<file path="src/rtl/iob_pkg.sv">
package iob_pkg;
  typedef struct packed {
    logic [1:0]  inc;     // address offset from request
    logic        byte_w;  // byte cycle
    logic [15:0] data;    // lane-placed write data
  } step_t;
endpackage

</file>
<file path="src/rtl/iob_plan.sv">
module iob_plan
  import iob_pkg::*;
(
  input  logic        wr_i,
  input  logic        a0_i,
  input  logic [1:0]  len_i,
  input  logic [23:0] wdata_i,
  output logic        two_o,
  output step_t       s0_o,
  output step_t       s1_o
);
  logic [7:0] b0, b1, b2;
  assign b0 = wdata_i[7:0];
  assign b1 = wdata_i[15:8];
  assign b2 = wdata_i[23:16];

  always_comb begin
    two_o = 1'b0;
    s0_o  = '0;
    s1_o  = '0;
    if (!wr_i) begin
      two_o     = ({1'b0, len_i} + {2'b00, a0_i}) > 3'd2;
      s1_o.inc  = 2'd2;
    end else begin
      unique case (len_i)
        2'd2: begin
          if (a0_i) begin
            two_o = 1'b1;
            s0_o  = '{inc: 2'd0, byte_w: 1'b1, data: {b0, 8'h00}};
            s1_o  = '{inc: 2'd1, byte_w: 1'b1, data: {8'h00, b1}};
          end else begin
            s0_o  = '{inc: 2'd0, byte_w: 1'b0, data: {b1, b0}};
          end
        end
        2'd3: begin
          two_o = 1'b1;
          if (a0_i) begin
            s0_o = '{inc: 2'd0, byte_w: 1'b1, data: {b0, 8'h00}};
            s1_o = '{inc: 2'd1, byte_w: 1'b0, data: {b2, b1}};
          end else begin
            s0_o = '{inc: 2'd0, byte_w: 1'b0, data: {b1, b0}};
            s1_o = '{inc: 2'd2, byte_w: 1'b1, data: {8'h00, b2}};
          end
        end
        default: begin
          s0_o = '{inc: 2'd0, byte_w: 1'b1,
                   data: a0_i ? {b0, 8'h00} : {8'h00, b0}};
        end
      endcase
    end
  end
endmodule

</file>
<file path="src/rtl/iob_rd_pack.sv">
module iob_rd_pack (
  input  logic        two_i,
  input  logic        a1_i,
  input  logic [15:0] w0_i,
  input  logic [15:0] w1_i,
  output logic [31:0] img_o
);
  always_comb begin
    if (two_i)     img_o = {w1_i, w0_i};
    else if (a1_i) img_o = {w0_i, 16'h0000};
    else           img_o = {16'h0000, w0_i};
  end
endmodule

</file>
<file path="src/rtl/iob_seq.sv">
module iob_seq
  import iob_pkg::*;
#(
  parameter int ADDR_W = 16
) (
  input  logic              clk_i,
  input  logic              rst_ni,
  input  logic              req_i,
  input  logic              req_wr_i,
  input  logic [ADDR_W-1:0] req_addr_i,
  input  logic [1:0]        req_len_i,
  input  logic [23:0]       req_wdata_i,
  output logic              busy_o,
  output logic              done_o,
  output logic [31:0]       rdata_o,
  output logic              bus_req_o,
  input  logic              bus_ack_i,
  output logic [ADDR_W-1:0] bus_addr_o,
  output logic              bus_wr_o,
  output logic              bus_byte_o,
  output logic [15:0]       bus_wdata_o,
  input  logic [15:0]       bus_rdata_i
);
  localparam int NSTEP = 2;

  step_t             plan_s0, plan_s1;
  logic              plan_two;
  step_t             step_q [NSTEP];
  logic              two_q, wr_q, busy_q, done_q, idx_q;
  logic [ADDR_W-1:0] addr_q;
  logic [15:0]       word_q [NSTEP];
  step_t             cur;
  logic              accept, fire, last;

  iob_plan u_plan (
    .wr_i    (req_wr_i),
    .a0_i    (req_addr_i[0]),
    .len_i   (req_len_i),
    .wdata_i (req_wdata_i),
    .two_o   (plan_two),
    .s0_o    (plan_s0),
    .s1_o    (plan_s1)
  );

  assign accept = req_i && !busy_q;
  assign fire   = busy_q && bus_ack_i;
  assign last   = (idx_q == two_q);
  assign cur    = step_q[idx_q];

  always_ff @(posedge clk_i or negedge rst_ni) begin
    if (!rst_ni) begin
      busy_q <= 1'b0;
      done_q <= 1'b0;
      idx_q  <= 1'b0;
      two_q  <= 1'b0;
      wr_q   <= 1'b0;
      addr_q <= '0;
    end else begin
      done_q <= fire && last;
      if (accept) begin
        busy_q <= 1'b1;
        idx_q  <= 1'b0;
        two_q  <= plan_two;
        wr_q   <= req_wr_i;
        addr_q <= req_addr_i;
      end else if (fire) begin
        if (last) busy_q <= 1'b0;
        else      idx_q  <= 1'b1;
      end
    end
  end

  for (genvar g = 0; g < NSTEP; g++) begin : g_step
    always_ff @(posedge clk_i or negedge rst_ni) begin
      if (!rst_ni) begin
        step_q[g] <= '0;
        word_q[g] <= '0;
      end else begin
        if (accept) begin
          step_q[g] <= (g == 0) ? plan_s0 : plan_s1;
          word_q[g] <= '0;
        end else if (fire && !wr_q && (idx_q == 1'(g))) begin
          word_q[g] <= bus_rdata_i;
        end
      end
    end
  end

  iob_rd_pack u_pack (
    .two_i (two_q),
    .a1_i  (addr_q[1]),
    .w0_i  (word_q[0]),
    .w1_i  (word_q[1]),
    .img_o (rdata_o)
  );

  assign busy_o      = busy_q;
  assign done_o      = done_q;
  assign bus_req_o   = busy_q;
  assign bus_addr_o  = addr_q + ADDR_W'(cur.inc);
  assign bus_wr_o    = wr_q;
  assign bus_byte_o  = wr_q && cur.byte_w;
  assign bus_wdata_o = wr_q ? cur.data : 16'h0000;
endmodule

</file>
<file path="config.mk">
export PLATFORM = sky130hd
export DESIGN_NAME = iob_seq
export DESIGN_NICKNAME = d
export VERILOG_FILES = /design/src/rtl/iob_pkg.sv /design/src/rtl/iob_plan.sv /design/src/rtl/iob_rd_pack.sv /design/src/rtl/iob_seq.sv
export SDC_FILE = /design/constraint.sdc
export NUM_CORES = 1
export LEC_CHECK = 0
export CAP_MARGIN = 20
export CORE_UTILIZATION = 43
export CTS_CLUSTER_SIZE = 28
export DETAILED_ROUTE_END_ITERATION = 10
export HOLD_SLACK_MARGIN = 0.06
export PLACE_DENSITY = 0.77
export SYNTH_ARGS = -nofsm -noshare
export SYNTH_HDL_FRONTEND = slang
export SYNTH_SLANG_ARGS = --single-unit
</file>
<file path="constraint.sdc">
create_clock -name clk_i -period 2.7 [get_ports clk_i]
set_clock_uncertainty 0.05 [all_clocks]
set_input_delay 0.54 -clock clk_i [delete_from_list [all_inputs] [get_ports clk_i]]
set_output_delay 0.54 -clock clk_i [all_outputs]
set_load 0.01 [all_outputs]
</file>
Yosys cells after proc, flatten, opt, wreduce, memory -nomap -nowiden --
Cells that the tools add are included.
Cells by class: eq/ne operators 4, bitwise gates (word level) 2, add/subtract/negate cells 2, muxes and demuxes 28, reductions and logical operators 16, order comparisons 2
Operators with widths (count):
- 19-bit two-way mux | 6
- 16-bit two-way mux | 6
- 32-bit two-way mux | 2
- 19-bit one-hot mux with 2 select lines | 1
- 17-bit two-way mux | 2
- 18-bit two-way mux | 1
- 16-bit by 2-bit adder with 16-bit output | 1
- 1-bit two-way mux | 8
- 2-bit nonzero test | 4
- 1-bit logical AND | 7
- 2-bit == test (second input constant) | 2
- 2-bit AND reduction | 2
- 2-bit by 1-bit adder with 3-bit output | 1
- 3-bit by 2-bit > comparator with 1-bit output (second input constant) | 1
- 2-bit greater-or-equal comparator (second input constant) | 1
- 1-bit zero test | 2
- 2-bit two-way mux | 1
- 2-bit inequality test (second input constant) | 1
- 1-bit NOT with 2-bit output | 1
- 1-bit one-hot mux with 2 select lines | 1
- 2-bit OR reduction | 1
- 1-bit == test | 1
- 1-bit NOT | 1
Word-level totals: word-level logic and storage cells 68, bits of input ports 63, flip-flop bits (word level) 91

Longest topological paths before layout --
depth in word-level cells 5, mapped depth 9, depth with buffers taken out 7

By module --
From an unflattened synthesis, not the netlist that was laid out.
Second synthesis, totals: cell total of the unflattened synthesis 488, area total of the unflattened synthesis 4997.3 sq um
Modules (own cells, without submodules):
- iob_seq | cells an instance 355, area each 4121.5 sq um, times used 1, seq. area each 2277.2 sq um
- iob_plan | cells an instance 91, area each 578.1 sq um, times used 1, seq. area each 0.0 sq um
- iob_rd_pack | cells an instance 42, area each 297.8 sq um, times used 1, seq. area each 0.0 sq um

Worst setup path after synthesis --
OpenSTA, ideal clock, no wires.
kind register to output, start register idx_q, end output port bus_addr_o[10], setup slack -0.054 ns, data required time 2.110 ns, path buffers 2, stages on the path, launching flop included 10, data arrival time 2.164 ns, path through dfrtp_1 -> clkbuf_1 -> buf_2 -> and2_1 -> ha_1 -> inv_1 -> fa_1 -> and4b_1 -> nand4_1 -> xnor2_1
On the way: cells in the longest elaborated chain, start to end 5
Ends and longest elaborated chain:
- start: declaration | RTL line iob_seq.sv:29 | logic two_q, wr_q, busy_q, done_q, idx_q;
- start signal: assignment | RTL line iob_seq.sv:54 | idx_q <= 1'b0;
- start signal: assignment | RTL line iob_seq.sv:62 | idx_q <= 1'b0;
- start signal: assignment | RTL line iob_seq.sv:68 | else idx_q <= 1'b1;
- 1-bit NOT with 2-bit output (not written as such) | RTL line iob_seq.sv:48 | assign cur = step_q[idx_q];
- 19-bit two-way mux (not written as such) (3 in series) | RTL line iob_seq.sv:48
- 16-bit by 2-bit adder with 16-bit output | RTL line iob_seq.sv:100 | assign bus_addr_o = addr_q + ADDR_W'(cur.inc);
- end: declaration | RTL line iob_seq.sv:18 | output logic [ADDR_W-1:0] bus_addr_o,
No other way between the ends. The select of a mux whose other input is x is not followed.

Worst setup path in the final report --
start register idx_q, end output port bus_addr_o[14]
The elaborated chain is that of the path after synthesis.

==> run_results.csv <==
group,metric,value,unit
cts,tritoncts.num_buffers,9,
routing,route.vias.total,3982,
global_routing,grt_antenna_before_repair,0,
synthesis,seq_area_frac_synth,49.6,%
cts,cts.sinks,89,
cts,cts.root.buffer_cell,"clkbuf_8",
timing,timing.final.crit_share,106,%
timing,final_critical_path_setup_slack,-0.153,ns
synthesis,synth_top_area_share,49.6,%
global_routing,grt_first_pass_wirelength,19300,µm
floorplan,io-pin-count,132,
floorplan,start_util,45.1,%
critical_path,crit_required,2.11,ns
synthesis,synth.yosys.warnings,0,
routing,initial_drt_pass_iterations,5,
timing,finalHoldViolCount,0,
floorplan,fp-row-count,36,
placed_design,place_hpwl,7930,µm
placed_design,total_placed_instance_area,5970,µm²
routing,drt-vias-per-instance,5.34,
power,power_per_cell_area,994,nW/µm²
synthesis,synthDistinctLibCells,42,
min_path,hold_path_class,"in2async",
floorplan,fp.coreArea,9950,µm²
timing,report.final.slew_viol_count,0,
synthesis,synth_ff_type,"dfrtp_1",
placed_design,pre_cts_slack,-0.219,ns
synthesis,synth.avg_cell_area,9.32,µm²
outcome,failing_checks,"setup timing",
finish,design.final.nets,679,
routing,wire_per_inst,15.8,µm
global_routing,grt-ovfl-total,0,
timing,max_slew.worst_pin.slew,1.03,ns
global_routing,first_global_vias,3860,
critical_path,worstPathBufferInverterCount,3,
critical_path,critical_path_class,"reg2out",
floorplan,die_area,10900,µm²
global_routing,grt_start_max_net_pins,70,
finish,drive_above_1_share,10.8,%
timing,slew_headroom,31.1,%
routing,post-route-drc-count,0,
cts,clockBufferDepth,2,
synthesis,ys_async_sr_fraction,100,%
critical_path,startpoint_type_of_the_worst_setup_path,"flip-flop",
synthesis,synth.cells.most_frequent,"nand2_1 (135), dfrtp_1 (89), o21ai_0 (25), a22o_1 (24), clkbuf_1 (20)",
power,total_leakage_power,2.88,nW
finish,area_delta_synth_final,38.2,%
cts,cts_hold_repair.buffers,0,
floorplan,die_width,104,µm
timing,unrepaired_setup_endpoints_after_global_routing,"true",
critical_path,endpoint_kind,"primary output",
critical_path,cpPeakStageDelay,0.39,ns
cts,cts.htree.levels,3,
synthesis,netlist_instances,482,
timing,fmaxAchievable,351,MHz
timing,final-setup-viol-count,10,
floorplan,floorplan.die.height,104,µm
run,maxCapViolations,0,
critical_path,worst-path-max-fanout,4,
routing,drt_wl_total,11800,µm
finish,postLayoutCellArea,6210,µm²
routing,first_iter_violations,221,
finish,final_core_util,62.4,%
synthesis,syn_area,4490,µm²
synthesis,synth_seq_cells,89,
synthesis,synth_top_cells_by_area,"dfrtp_1 (50%), nand2_1 (11%), a22o_1 (4.7%), mux2i_1 (3.8%), o21ai_0 (2.8%)",
synthesis,nets_in_the_synthesized_netlist,551,
routing,drt.antenna.violating_nets,0,
critical_path,worst_path_arrival,2.26,ns
timing,min_period,2.85,ns
critical_path,worstPathCellList,"and2_4 -> ha_4 -> inv_2 -> fa_2 -> and4b_2 -> buf_6 -> nand4_1 -> xnor2_1 -> buf_2",
placed_design,finalWeightedCongestion,0.767,
cts,clock_latency,0.35,ns
cts,clkSlewWorstSetupHoldPaths,0.08,ns
cts,clock_tree_from_tritoncts,"built",
critical_path,cpLargestDelayFamily,"simple AND/OR/NAND/NOR gates",
synthesis,yosys.cell_count.top_type,"nand2_1",
power,peakVddDrop,417,µV
synthesis,number_of_enable_type_register_cells_in_the_synthesized_netlist,0,
placed_design,buffer_ports.inserted,131,
finish,antenna_diode_count,0,
timing,totalNegativeSetupSlack,-0.752,ns
synthesis,synth_area_leader_cell,"dfrtp_1",
critical_path,critical_path.slowest_cell,"dfrtp_1",
outcome,outcome,"finished with violations",
global_routing,grtUsageTotal,22.3,%
[layout by cell type, fill, tap and decap left out, drive strengths merged, types with 2 or more instances in the layout]
cell type,n
nand2b,2
a222oi,7
nand3,3
nor2b,18
dlygate4sd2,2
clkdlybuf4s50,115
xnor2,10
clkinv,2
o21ai,25
a21oi,16
mux2i,17
clkdlybuf4s15,4
nor3,2
clkbuf,12
xor2,6
inv,16
a32o,8
and3,3
and2,17
ha,5
nand2,135
a21o,2
bufinv,2
buf,31
a32oi,7
nor2,13
a31oi,3
nand4,5
dfrtp,89
a22o,24
[routing by layer]
| metal | vias to the layer above | GRT usage, % | wire (µm) |
|---|---|---|---|
| met1 | 1923 | 30.4 | 5370 |
| met3 | 8 | 4.07 | 744 |
| met2 | 158 | 36.3 | 5610 |
| met4 | 0 | 5.92 | 95 |
| met5 | - | 0 | 0 |
| li1 | 1893 | - | - |
[through the flow]
| step | total power [mW] | std cells | hold WS (ns) |
|---|---|---|---|
| 2_1_floorplan | 3.84 | 482 | 0.194 |
| 3_3_place_gp | 5.21 | 728 | 0.400 |
| 3_5_place_dp | 5.31 | 728 | 0.408 |
| 4_1_cts | 6.20 | 745 | 0.157 |
| 5_1_grt | 6.62 | 746 | 0.183 |
| 6_report | 6.18 | 746 | 0.143 |
[sequential cells by signal (all words and copies together) (netlist names)]
signal,count
bus_req_o,1
idx_q,1
bus_wr_o,1
word_q,32
two_q,1
addr_q,16
step_q,36
done_o,1
[worst reg2reg max path, stage by stage, from the launching register on]
cell,delay [ns]
dfrtp_1,0.39
buf_4,0.31
o31a_1,0.88
o21ai_0,0.25
[cell families after synthesis]
family	synth area share, %
mux	3.79
xor+xnor	3.12
flops	49.6
buf+inv	5.21
compound gates	15.5
fa+ha+maj	1.84
simple gates	21.0
[report_power, final]
part | total (mW) | leakage (nW) | internal [mW] | switching (mW)
clock | 0.946 | 0.102 | 0.509 | 0.437
sequential | 2.30 | 1.15 | 1.85 | 0.445
combinational | 2.93 | 1.63 | 1.54 | 1.39
total | 6.18 | 2.88 | 3.90 | 2.27
[worst paths after layout]
path	from	endpoint	slack [ns]	depth (start not counted)
min in group clk_i	step_q[1]	step_q[1]	0.42	2
hold reg to reg	step_q[1]	step_q[1]	0.42	2
max in group asynchronous	rst_ni	bus_wr_o	1.80	2
setup / recovery	idx_q	bus_addr_o[14]	-0.15	9
setup reg to reg	idx_q	word_q[29]	0.65	3
hold / removal	rst_ni	addr_q[7]	0.14	1
[cell type report]
class	instances	area (µm²)
clock inverter	4	70.1
timing repair buffer	154	1470
tap	133	166
inverter	16	60.1
multi-input combinational	340	2090
clock buffer	10	128
fill	852	3740
sequential	89	2230
[repair_timing]
item / 4_1_cts / 5_1_grt
gates resized for setup: 51 / 11
pin swaps: 5 / 2
cloned: 0 / 0
setup buffers: 3 / 1
setup endpoints to repair: 15 / 35
(Power assumes the default switching activity.)
